File: src/rtl/irqc_pkg.sv
package irqc_pkg;

    localparam int DW = 32;

    // Word offsets decoded by the register window
    localparam logic [7:0] OFF_CTRL  = 8'h30;
    localparam logic [7:0] OFF_MASK1 = 8'h34;
    localparam logic [7:0] OFF_STAT1 = 8'h38;
    localparam logic [7:0] OFF_ERRA  = 8'h40;
    localparam logic [7:0] OFF_STAT2 = 8'h50;
    localparam logic [7:0] OFF_MASK2 = 8'h54;
    localparam logic [7:0] OFF_POL2  = 8'h58;
    localparam logic [7:0] OFF_IN2   = 8'h5C;

    localparam int EN_BIT  = 31;
    localparam int SUM_BIT = 11;

    typedef enum logic [3:0] {
        SEL_NONE,
        SEL_CTRL,
        SEL_MASK1,
        SEL_STAT1,
        SEL_ERRA,
        SEL_STAT2,
        SEL_MASK2,
        SEL_POL2,
        SEL_IN2
    } reg_sel_e;

    typedef struct packed {
        logic [DW-1:0] ctrl;
        logic [DW-1:0] mask1;
        logic [DW-1:0] stat1;
        logic [DW-1:0] mask2;
        logic [DW-1:0] pol2;
        logic [DW-1:0] stat2;
        logic          irq;
    } state_t;

    // Status bit position for error event index i
    function automatic int err_bit_pos(input int i);
        return (i < 6) ? (i + 2) : 10;
    endfunction

endpackage

File: src/rtl/irqc_addr_dec.sv
module irqc_addr_dec
    import irqc_pkg::*;
#(
    parameter int ADDR_W = 8
) (
    input  logic [ADDR_W-1:0] addr,
    output reg_sel_e          sel
);

    always_comb begin
        sel = SEL_NONE;
        if (addr == ADDR_W'(OFF_CTRL))       sel = SEL_CTRL;
        else if (addr == ADDR_W'(OFF_MASK1)) sel = SEL_MASK1;
        else if (addr == ADDR_W'(OFF_STAT1)) sel = SEL_STAT1;
        else if (addr == ADDR_W'(OFF_ERRA))  sel = SEL_ERRA;
        else if (addr == ADDR_W'(OFF_STAT2)) sel = SEL_STAT2;
        else if (addr == ADDR_W'(OFF_MASK2)) sel = SEL_MASK2;
        else if (addr == ADDR_W'(OFF_POL2))  sel = SEL_POL2;
        else if (addr == ADDR_W'(OFF_IN2))   sel = SEL_IN2;
    end

endmodule

File: src/rtl/irqc_src_map.sv
module irqc_src_map
    import irqc_pkg::*;
#(
    parameter int NUM_SER = 17,
    parameter int NUM_ERR = 7
) (
    input  logic [NUM_SER-1:0] ser_lvl,
    input  logic [NUM_ERR-1:0] err_evt,
    output logic [DW-1:0]      set_vec
);

    always_comb begin
        set_vec = '0;
        for (int i = 0; i < NUM_SER; i++) begin
            set_vec[DW-1-i] = ser_lvl[i];
        end
        for (int j = 0; j < NUM_ERR; j++) begin
            set_vec[err_bit_pos(j)] = err_evt[j];
        end
    end

endmodule

File: src/rtl/irqc_sticky.sv
module irqc_sticky #(
    parameter int W = 32
) (
    input  logic [W-1:0] cur,
    input  logic [W-1:0] set,
    input  logic [W-1:0] clr,
    output logic [W-1:0] nxt
);

    // A set in the same cycle as a clear keeps the bit
    always_comb nxt = (cur & ~clr) | set;

endmodule

File: src/rtl/irq_cascade_ctrl.sv
module irq_cascade_ctrl
    import irqc_pkg::*;
#(
    parameter int ADDR_W  = 8,
    parameter int NUM_SER = 17,
    parameter int NUM_ERR = 7
) (
    input  logic              clk,
    input  logic              rst_n,
    input  logic              bus_sel,
    input  logic              bus_we,
    input  logic [ADDR_W-1:0] bus_addr,
    input  logic [DW-1:0]     bus_wdata,
    output logic [DW-1:0]     bus_rdata,
    input  logic [NUM_SER-1:0] ser_lvl,
    input  logic [NUM_ERR-1:0] err_evt,
    output logic              irq_req
);

    state_t        st_d, st_q;
    reg_sel_e      sel;
    logic [DW-1:0] set1, clr1, clr2, set2, in2;
    logic [DW-1:0] stat1_nxt, stat2_nxt;
    logic          summary;
    logic          wr;

    irqc_addr_dec #(.ADDR_W(ADDR_W)) u_dec (
        .addr (bus_addr),
        .sel  (sel)
    );

    irqc_src_map #(.NUM_SER(NUM_SER), .NUM_ERR(NUM_ERR)) u_map (
        .ser_lvl (ser_lvl),
        .err_evt (err_evt),
        .set_vec (set1)
    );

    // Stage one and stage two share the same sticky cell
    irqc_sticky #(.W(DW)) u_lat1 (
        .cur (st_q.stat1),
        .set (set1),
        .clr (clr1),
        .nxt (stat1_nxt)
    );

    irqc_sticky #(.W(DW)) u_lat2 (
        .cur (st_q.stat2),
        .set (set2),
        .clr (clr2),
        .nxt (stat2_nxt)
    );

    assign wr      = bus_sel & bus_we;
    assign clr1    = (wr && sel == SEL_STAT1) ? bus_wdata : '0;
    assign clr2    = (wr && sel == SEL_STAT2) ? bus_wdata : '0;
    assign summary = st_q.ctrl[EN_BIT] & (|(st_q.stat1 & st_q.mask1));
    assign in2     = DW'(summary) << SUM_BIT;
    assign set2    = in2 & st_q.mask2;

    always_comb begin
        st_d = st_q;
        if (wr) begin
            case (sel)
                SEL_CTRL:  st_d.ctrl  = bus_wdata;
                SEL_MASK1: st_d.mask1 = bus_wdata;
                SEL_MASK2: st_d.mask2 = bus_wdata;
                SEL_POL2:  st_d.pol2  = bus_wdata;
                default:   ;
            endcase
        end
        st_d.stat1 = stat1_nxt;
        st_d.stat2 = stat2_nxt;
        st_d.irq   = |stat2_nxt;
    end

    always_ff @(posedge clk) begin
        if (!rst_n) st_q <= '0;
        else        st_q <= st_d;
    end

    always_comb begin
        case (sel)
            SEL_CTRL:  bus_rdata = st_q.ctrl;
            SEL_MASK1: bus_rdata = st_q.mask1;
            SEL_STAT1: bus_rdata = st_q.stat1;
            SEL_ERRA:  bus_rdata = '0;
            SEL_STAT2: bus_rdata = st_q.stat2;
            SEL_MASK2: bus_rdata = st_q.mask2;
            SEL_POL2:  bus_rdata = st_q.pol2;
            SEL_IN2:   bus_rdata = in2;
            default:   bus_rdata = '1;
        endcase
    end

    assign irq_req = st_q.irq;

endmodule

File: config.mk
export PLATFORM = sky130hd
export DESIGN_NAME = irq_cascade_ctrl
export DESIGN_NICKNAME = d
export VERILOG_FILES = /design/src/rtl/irqc_pkg.sv /design/src/rtl/irqc_addr_dec.sv /design/src/rtl/irqc_src_map.sv /design/src/rtl/irqc_sticky.sv /design/src/rtl/irq_cascade_ctrl.sv
export SDC_FILE = /design/constraint.sdc
export NUM_CORES = 1
export LEC_CHECK = 0
export ABC_CLOCK_PERIOD_IN_PS = 3100
export BUFFER_PORTS_ARGS = -buffer_cell sky130_fd_sc_hd__buf_2
export CAP_MARGIN = 20
export CORE_ASPECT_RATIO = 1.4
export CORE_MARGIN = 2
export CORE_UTILIZATION = 45
export CTS_CLUSTER_SIZE = 40
export DETAILED_ROUTE_END_ITERATION = 16
export HOLD_SLACK_MARGIN = 0.1
export PLACE_DENSITY = 0.64
export SLEW_MARGIN = 20
export SYNTH_ARGS = -nofsm -noshare
export SYNTH_HDL_FRONTEND = slang
export SYNTH_SLANG_ARGS = --single-unit
File: constraint.sdc
create_clock -name clk -period 3.1 [get_ports clk]
set_clock_uncertainty 0.2 [all_clocks]
set_input_delay 0.155 -clock clk [delete_from_list [all_inputs] [get_ports clk]]
set_output_delay 0.155 -clock clk [all_outputs]
set_load 0.02 [all_outputs]
==> results of run 1 <==
==> kinds of logic after synthesis <==
logic type | Yosys count | share of synthesized area (%)
simple gates | 431 | 23.23
compound gates | 308 | 24.33
flops | 193 | 48.08
buf+inv | 91 | 4.359
==> synthesized netlist by cell type, types with 2 or more instances <==
cell type  instances  area share (%)
buf_2              7            0.44
inv_1             14            0.65
a22o_1             3            0.33
a21bo_2            2            0.25
a221oi_1          36             3.9
and2_1            21             1.6
a41oi_1            5            0.54
nor2_1            32             1.5
a21oi_1          165              10
and3_1            15             1.2
a21boi_1           2            0.19
nor4_1             2            0.16
a21boi_0           8            0.75
clkbuf_1          70             3.3
dfxtp_1          193              48
a22oi_1           74             6.9
nand3_1           33             2.1
nand4_1           10            0.78
or2_2              2            0.16
a211oi_1           2            0.19
nand2_1          299              14
a31oi_1            6            0.47
nor3_1             3            0.19
nor3_2             2            0.25
nand2b_1           2            0.16
==> critical path, delay by kind of cell <==
kind	cells	cell delay [ns]
compound gates	1	0.14
simple gates	5	1.23
buf+inv	4	1.58
==> area by class of cell <==
cell class	instances	area, µm²	area share, %
repair buffers	230	1769	16.83
inverters	14	55.05	0.5238
flip-flops and latches	193	3864	36.76
clock inverters	9	152.6	1.452
clock buffers	23	488.0	4.643
well taps	236	295.3	2.810
multi-input cells	739	3886	36.98
==> sequential cells by signal, indices dropped and copies added (netlist names) <==
register	count
st_q	192
irq_req	1
==> timing repair <==
action,4_1_cts,5_1_grt
gates resized for setup,0,1
endpoints found under the hold margin,189,0
setup endpoints to repair,0,5
hold buffers,92,0
==> routing by layer <==
metal / vias up / part of all wire, %
met2: 377 / 49
met5: - / 0
met4: 0 / 3.4
li1: 3927 / -
met1: 4000 / 41
met3: 76 / 6.9
==> worst min path at each step <==
stage,to,slack (ns),cells past startpoint
final,st_q[19],0.14,4
after global routing,st_q[19],0.13,4
after CTS,st_q[19],0.12,4
after detailed placement,st_q[103],0.17,3
after global placement,st_q[113],0.16,3
after floorplan,st_q[105],0.04,1
==> metrics by stage <==
step                      setup slack [ns]  std cells  power [mW]  utilization, %  instance area [µm²]
final                               0.1135       1444       5.239           60.40                10510
after global routing               0.04846       1444       5.389           60.40                10510
after CTS                           0.1107       1444       5.248           60.37                10510
after detailed placement            0.1811       1320       2.814           51.39                 8944
after global placement              0.2574       1320       2.814           51.39                 8944
after floorplan                     0.8078       1023       2.667               -                 8036
==> power breakdown <==
part	switching [mW]	total (mW)	internal (mW)	leakage, nW
clock network	0.944	2.38	1.44	0.305
logic	0.175	0.328	0.153	1.84
registers	0.0290	2.53	2.50	1.56
total	1.15	5.24	4.09	3.71
==> out/qor.txt, run 1 <==
Average routed wire per standard cell: 19.59 µm
Final Setup Violations: 0
Reg-to-reg critical path startpoint: st_q[110]
Pwr dens: 498.4 nW/µm²
Die width: 116.9 µm
Unrepaired setup endpoints after global routing: no
Maximum buffer depth of the clock tree: 2
Async S/R FF share, synth: 0%
Fill cells: 1642
Min-delay worst type: input port to flip-flop
Syn Std Cell Area: 8036 µm²
Post-synthesis sequential area ratio: 48.08%
Grt ovf: 0
Synthesized flop and latch total: 193
Final WL: 28290 µm
M1 GR Usage: 40.45%
Dominant synthesized flop cell: dfxtp_1
DRC Markers: 0
Worst slew pin tran: 0.8371 ns
EDFF count, synth: 0
Crit path arrival time: 3.11 ns
Synth unique cells: 40
Post-CTS setup repair buffer count: 0
Pin count of the biggest net entering global routing: 69
DRT iter0 DRCs: 963
Initial antenna violation count: 0
Layout area overhead: 30.78%
CP Capture Type: flip-flop
R2r setup slk: 0.86 ns
Setup TNS: 0 ns
Vias in the first global route: 8096
Hold slack: 0.1370 ns
Initial core utilization: 46.18%
Final hold violation count: 0
WS Path Type: input port to flip-flop
GR Util met3: 4.515%
Fin crit period: 2.987 ns
Worst slew margin: 44.16%
Critical Path End: st_q[128]
Fin crit share: 96.34%
TritonRoute pass-1 iters: 5
Slew Limit Fails: 0
Cells on worst reg2reg path: 6
Clock latency on the worst-skew pair: 0.43 ns
Vias per Instance: 5.803
Startpoint types: input port
Commonest non-fill, non-tap cells in the layout: nand2_1 (299), dfxtp_1 (193), a21oi_1 (165), buf_2 (100), dlygate4sd3_1 (92)
Syn Nets: 1091
Worst path cell trace: buf_2 > or3_4 > or3_4 > nor3_4 > buf_4 > nand2_1 > a21oi_1 > dlygate4sd3_1 > nor2_1 > dlygate4sd3_1
Maximum vdd drop: 0.4634 mV
Status: finished clean
CTS root buf: clkbuf_16
First-pass GRT wire length: 44390 µm
Routed via count: 8380
Number of H-tree levels: 4
Most common cell after layout, fill and taps aside: nand2_1
Gpl congestion: 0.8660
Mapped Cells: 1023
Post-DRT Antenna Nets: 0
Max-Cap Viols: 0
Leak Pwr: 3.709 nW
Num CTS Buffers: 17
Worst-path clk slew: 0.07 ns
CTS tree: yes
CP max FO: 17
Die Y-Extent: 162.1 µm
Layout cells sized above 1: 15.65%
Worst path slowest cell: dlygate4sd3_1
Std-Cell Rows: 57
Worst EP required: 3.22 ns
DP Wirelength: 17780 µm
Synth warnings: 0
Antenna Cells: 0
Final Net Count: 1263
CTS Sinks: 193
Port buffer count: 100
Reg2reg end: irq_req
Hold_sp: bus_sel
Die area: 18960 µm²
GR peak layer: met2
Syn_area_per_cell: 7.856 µm²
Max stage delay on crit path: 0.58 ns
Fmax: 0.3348 GHz
Met2 usage: 49.55%
Core area: 17400 µm²
# IOs: 101
Gr usage total: 30.54%
Critical Path Start: bus_addr[7]
No activity file was read; power rests on OpenSTA's default activity.
==> inputs of run 2 (changes only) <==
Settings changed: CORE_ASPECT_RATIO 1.4 to 0.75, SLEW_MARGIN 20 to 40.
==> run 2 against run 1 <==
  * Critical path depth stayed put
  * First-iteration DRC count shrank 13%
  * Register-to-register slack hardly changed
  * Final cell count is 0.35% higher
  * Total power fell by 4.7%
  * Via count fell by 0.60%
  * Sequential share of layout area grew 0.32 points
  * Fmax up 2.1%
  * Global-route usage is 0.22 points higher
  * Largest cell class unchanged
  * Routed wire length about the same
  * Die area about the same
  * Flip-flop and latch count did not move
==> out/qor.txt, run 2 (synthesis results as in run 1) <==
Maximum buffer depth of the clock tree: 2 (unchanged)
Total power: 4.994 mW (was 5.239 mW)
Num CTS Buffers: 17 (unchanged)
Die width: 158.3 µm (was 116.9 µm)
Clock latency on the worst-skew pair: 0.43 ns (about the same)
# IOs: 101 (unchanged)
Fill cells: 1611 (was 1642)
Fin cells: 1449 (was 1444)
WS Path Type: input port to flip-flop (unchanged)
Antenna Cells: 0 (unchanged)
Vias per Instance: 5.749 (was 5.803)
Initial core utilization: 45.79% (was 46.18%)
Crit path arrival time: 3.04 ns (was 3.11 ns)
CP Capture Type: flip-flop (unchanged)
Status: finished clean (unchanged)
P_sw: 1.159 mW (was 1.148 mW)
Die Y-Extent: 119.7 µm (was 162.1 µm)
R2r setup slk: 0.86 ns (about the same)
Max-Cap Viols: 0 (unchanged)
Final Setup Violations: 0 (unchanged)
Pwr dens: 479.3 nW/µm² (was 498.4 nW/µm²)
Post-CTS setup repair buffer count: 0 (unchanged)
Max reg flops: 192 (unchanged)
Min-delay worst type: input port to flip-flop (unchanged)
Layout cells sized above 1: 15.58% (was 15.65%)
Average routed wire per standard cell: 19.53 µm (was 19.59 µm)
Fin crit period: 2.926 ns (was 2.987 ns)
Inst Count DP: 1325 (was 1320)
CTS root buf: clkbuf_16 (unchanged)
TritonRoute pass-1 iters: 5 (unchanged)
Gr usage total: 30.76% (was 30.54%)
First-pass GRT wire length: 44650 µm (was 44390 µm)
Vias in the first global route: 8056 (was 8096)
Final Util: 59.37% (was 60.40%)
DRC Markers: 0 (unchanged)
DP Wirelength: 17860 µm (was 17780 µm)
Worst slew pin tran: 0.7149 ns (was 0.8371 ns)
Worst slew margin: 52.34% (was 44.16%)
DRT iter0 DRCs: 841 (was 963)
Worst-path clk slew: 0.07 ns (about the same)
Commonest non-fill, non-tap cells in the layout: nand2_1 (299), dfxtp_1 (193), a21oi_1 (165), buf_2 (100), dlygate4sd3_1 (93) (was nand2_1 (299), dfxtp_1 (193), a21oi_1 (165), buf_2 (100), dlygate4sd3_1 (92))
Pint: 3.835 mW (was 4.091 mW)
Gpl congestion: 0.9419 (was 0.8660)
Unrepaired setup endpoints after global routing: no (unchanged)
CTS Sinks: 193 (unchanged)
Fin crit share: 94.37% (was 96.34%)
Fmax: 0.3418 GHz (was 0.3348 GHz)
Routed met1 length: 12220 µm (was 11510 µm)
Port buffer count: 100 (unchanged)
Most common cell after layout, fill and taps aside: nand2_1 (unchanged)
Core area: 17550 µm² (was 17400 µm²)
Number of H-tree levels: 4 (unchanged)
Routed via count: 8330 (was 8380)
CTS tree: yes (unchanged)
Final hold violation count: 0 (unchanged)
Initial antenna violation count: 0 (unchanged)
Met2 wire length: 13030 µm (was 13870 µm)
Worst EP required: 3.22 ns (about the same)
Clk pwr share: 42.8% (was 45.4%)
Slew Limit Fails: 0 (unchanged)
Pin count of the biggest net entering global routing: 63 (was 69)
Final WL: 28310 µm (was 28290 µm)
Layout area overhead: 29.66% (was 30.78%)
Std-Cell Rows: 42 (was 57)
Seq pwr share: 50.7% (was 48.3%)
Post-DRT Antenna Nets: 0 (unchanged)
Leak Pwr: 3.660 nW (was 3.709 nW)
WL met3: 2495 µm (was 1955 µm)
Top reg by flops: st_q (unchanged)
Uppermost layer routed: met4 (unchanged)
Setup TNS: 0 ns (unchanged)
Startpoint types: input port (unchanged)
Maximum vdd drop: 0.3119 mV (was 0.4634 mV)
Final Net Count: 1263 (unchanged)
Sw frac: 23.20% (was 21.91%)
Die area: 18960 µm² (about the same)
Comb power frac: 6.5% (was 6.3%)
CP max FO: 16 (was 17)
Grt ovf: 0 (unchanged)
## run 2: area by class of cell
class	count	area [µm²]	share of cell area, %
well taps	242	302.8	2.906
flip-flops and latches	193	3864	37.08
clock buffers	22	484.2	4.647
inverters	14	55.05	0.5283
multi-input cells	739	3885	37.28
repair buffers	230	1747	16.76
clock inverters	9	82.58	0.7925
## run 2: worst paths after layout
check                    from  depth (start not counted)        end
setup / recovery  bus_addr[7]                         10  st_q[120]
hold reg to reg      st_q[42]                          2   st_q[42]
setup reg to reg    st_q[110]                          6    irq_req
hold / removal        bus_sel                          4   st_q[19]
## run 2: what timing repair did
action	CTS	global route
hold buffers	93	0
gates resized for setup	0	1
endpoints found under the hold margin	187	0
setup endpoints to repair	0	4
## run 2: critical path: stages
cell and delay (ns):
buf_2 0.11, or3_4 0.41, or3_4 0.45, nor3_4 0.22, buf_4 0.28, nand2_1 0.08
a21oi_1 0.14, dlygate4sd3_1 0.57, nor2_1 0.04, dlygate4sd3_1 0.58
## run 2: power by group through the flow
stage               combinational (mW)  clock [mW]  sequential [mW]
floorplan                       0.0960           0             2.57
global placement                 0.223           0             2.59
detailed placement               0.225           0             2.59
CTS                              0.316        2.15             2.53
global route                     0.348        2.27             2.53
finish                           0.324        2.14             2.53
## run 2: routing by layer
metal  track usage, %  vias up
met2            49.16      396
li1                 -     3930
met1            42.92     3952
met5                0        -
met4            8.953        0
met3            5.092       52
## run 2: per-stage QoR
step                      hold slack (ns)  instance area [µm²]  setup WS, ns
after global placement             0.1580                 8910        0.3342
after detailed placement           0.1655                 8910        0.3324
final                              0.1407                10420        0.1745
after CTS                          0.1333                10410       0.09179
after floorplan                   0.04205                 8036        0.8078
after global routing               0.1642                10420       0.03371
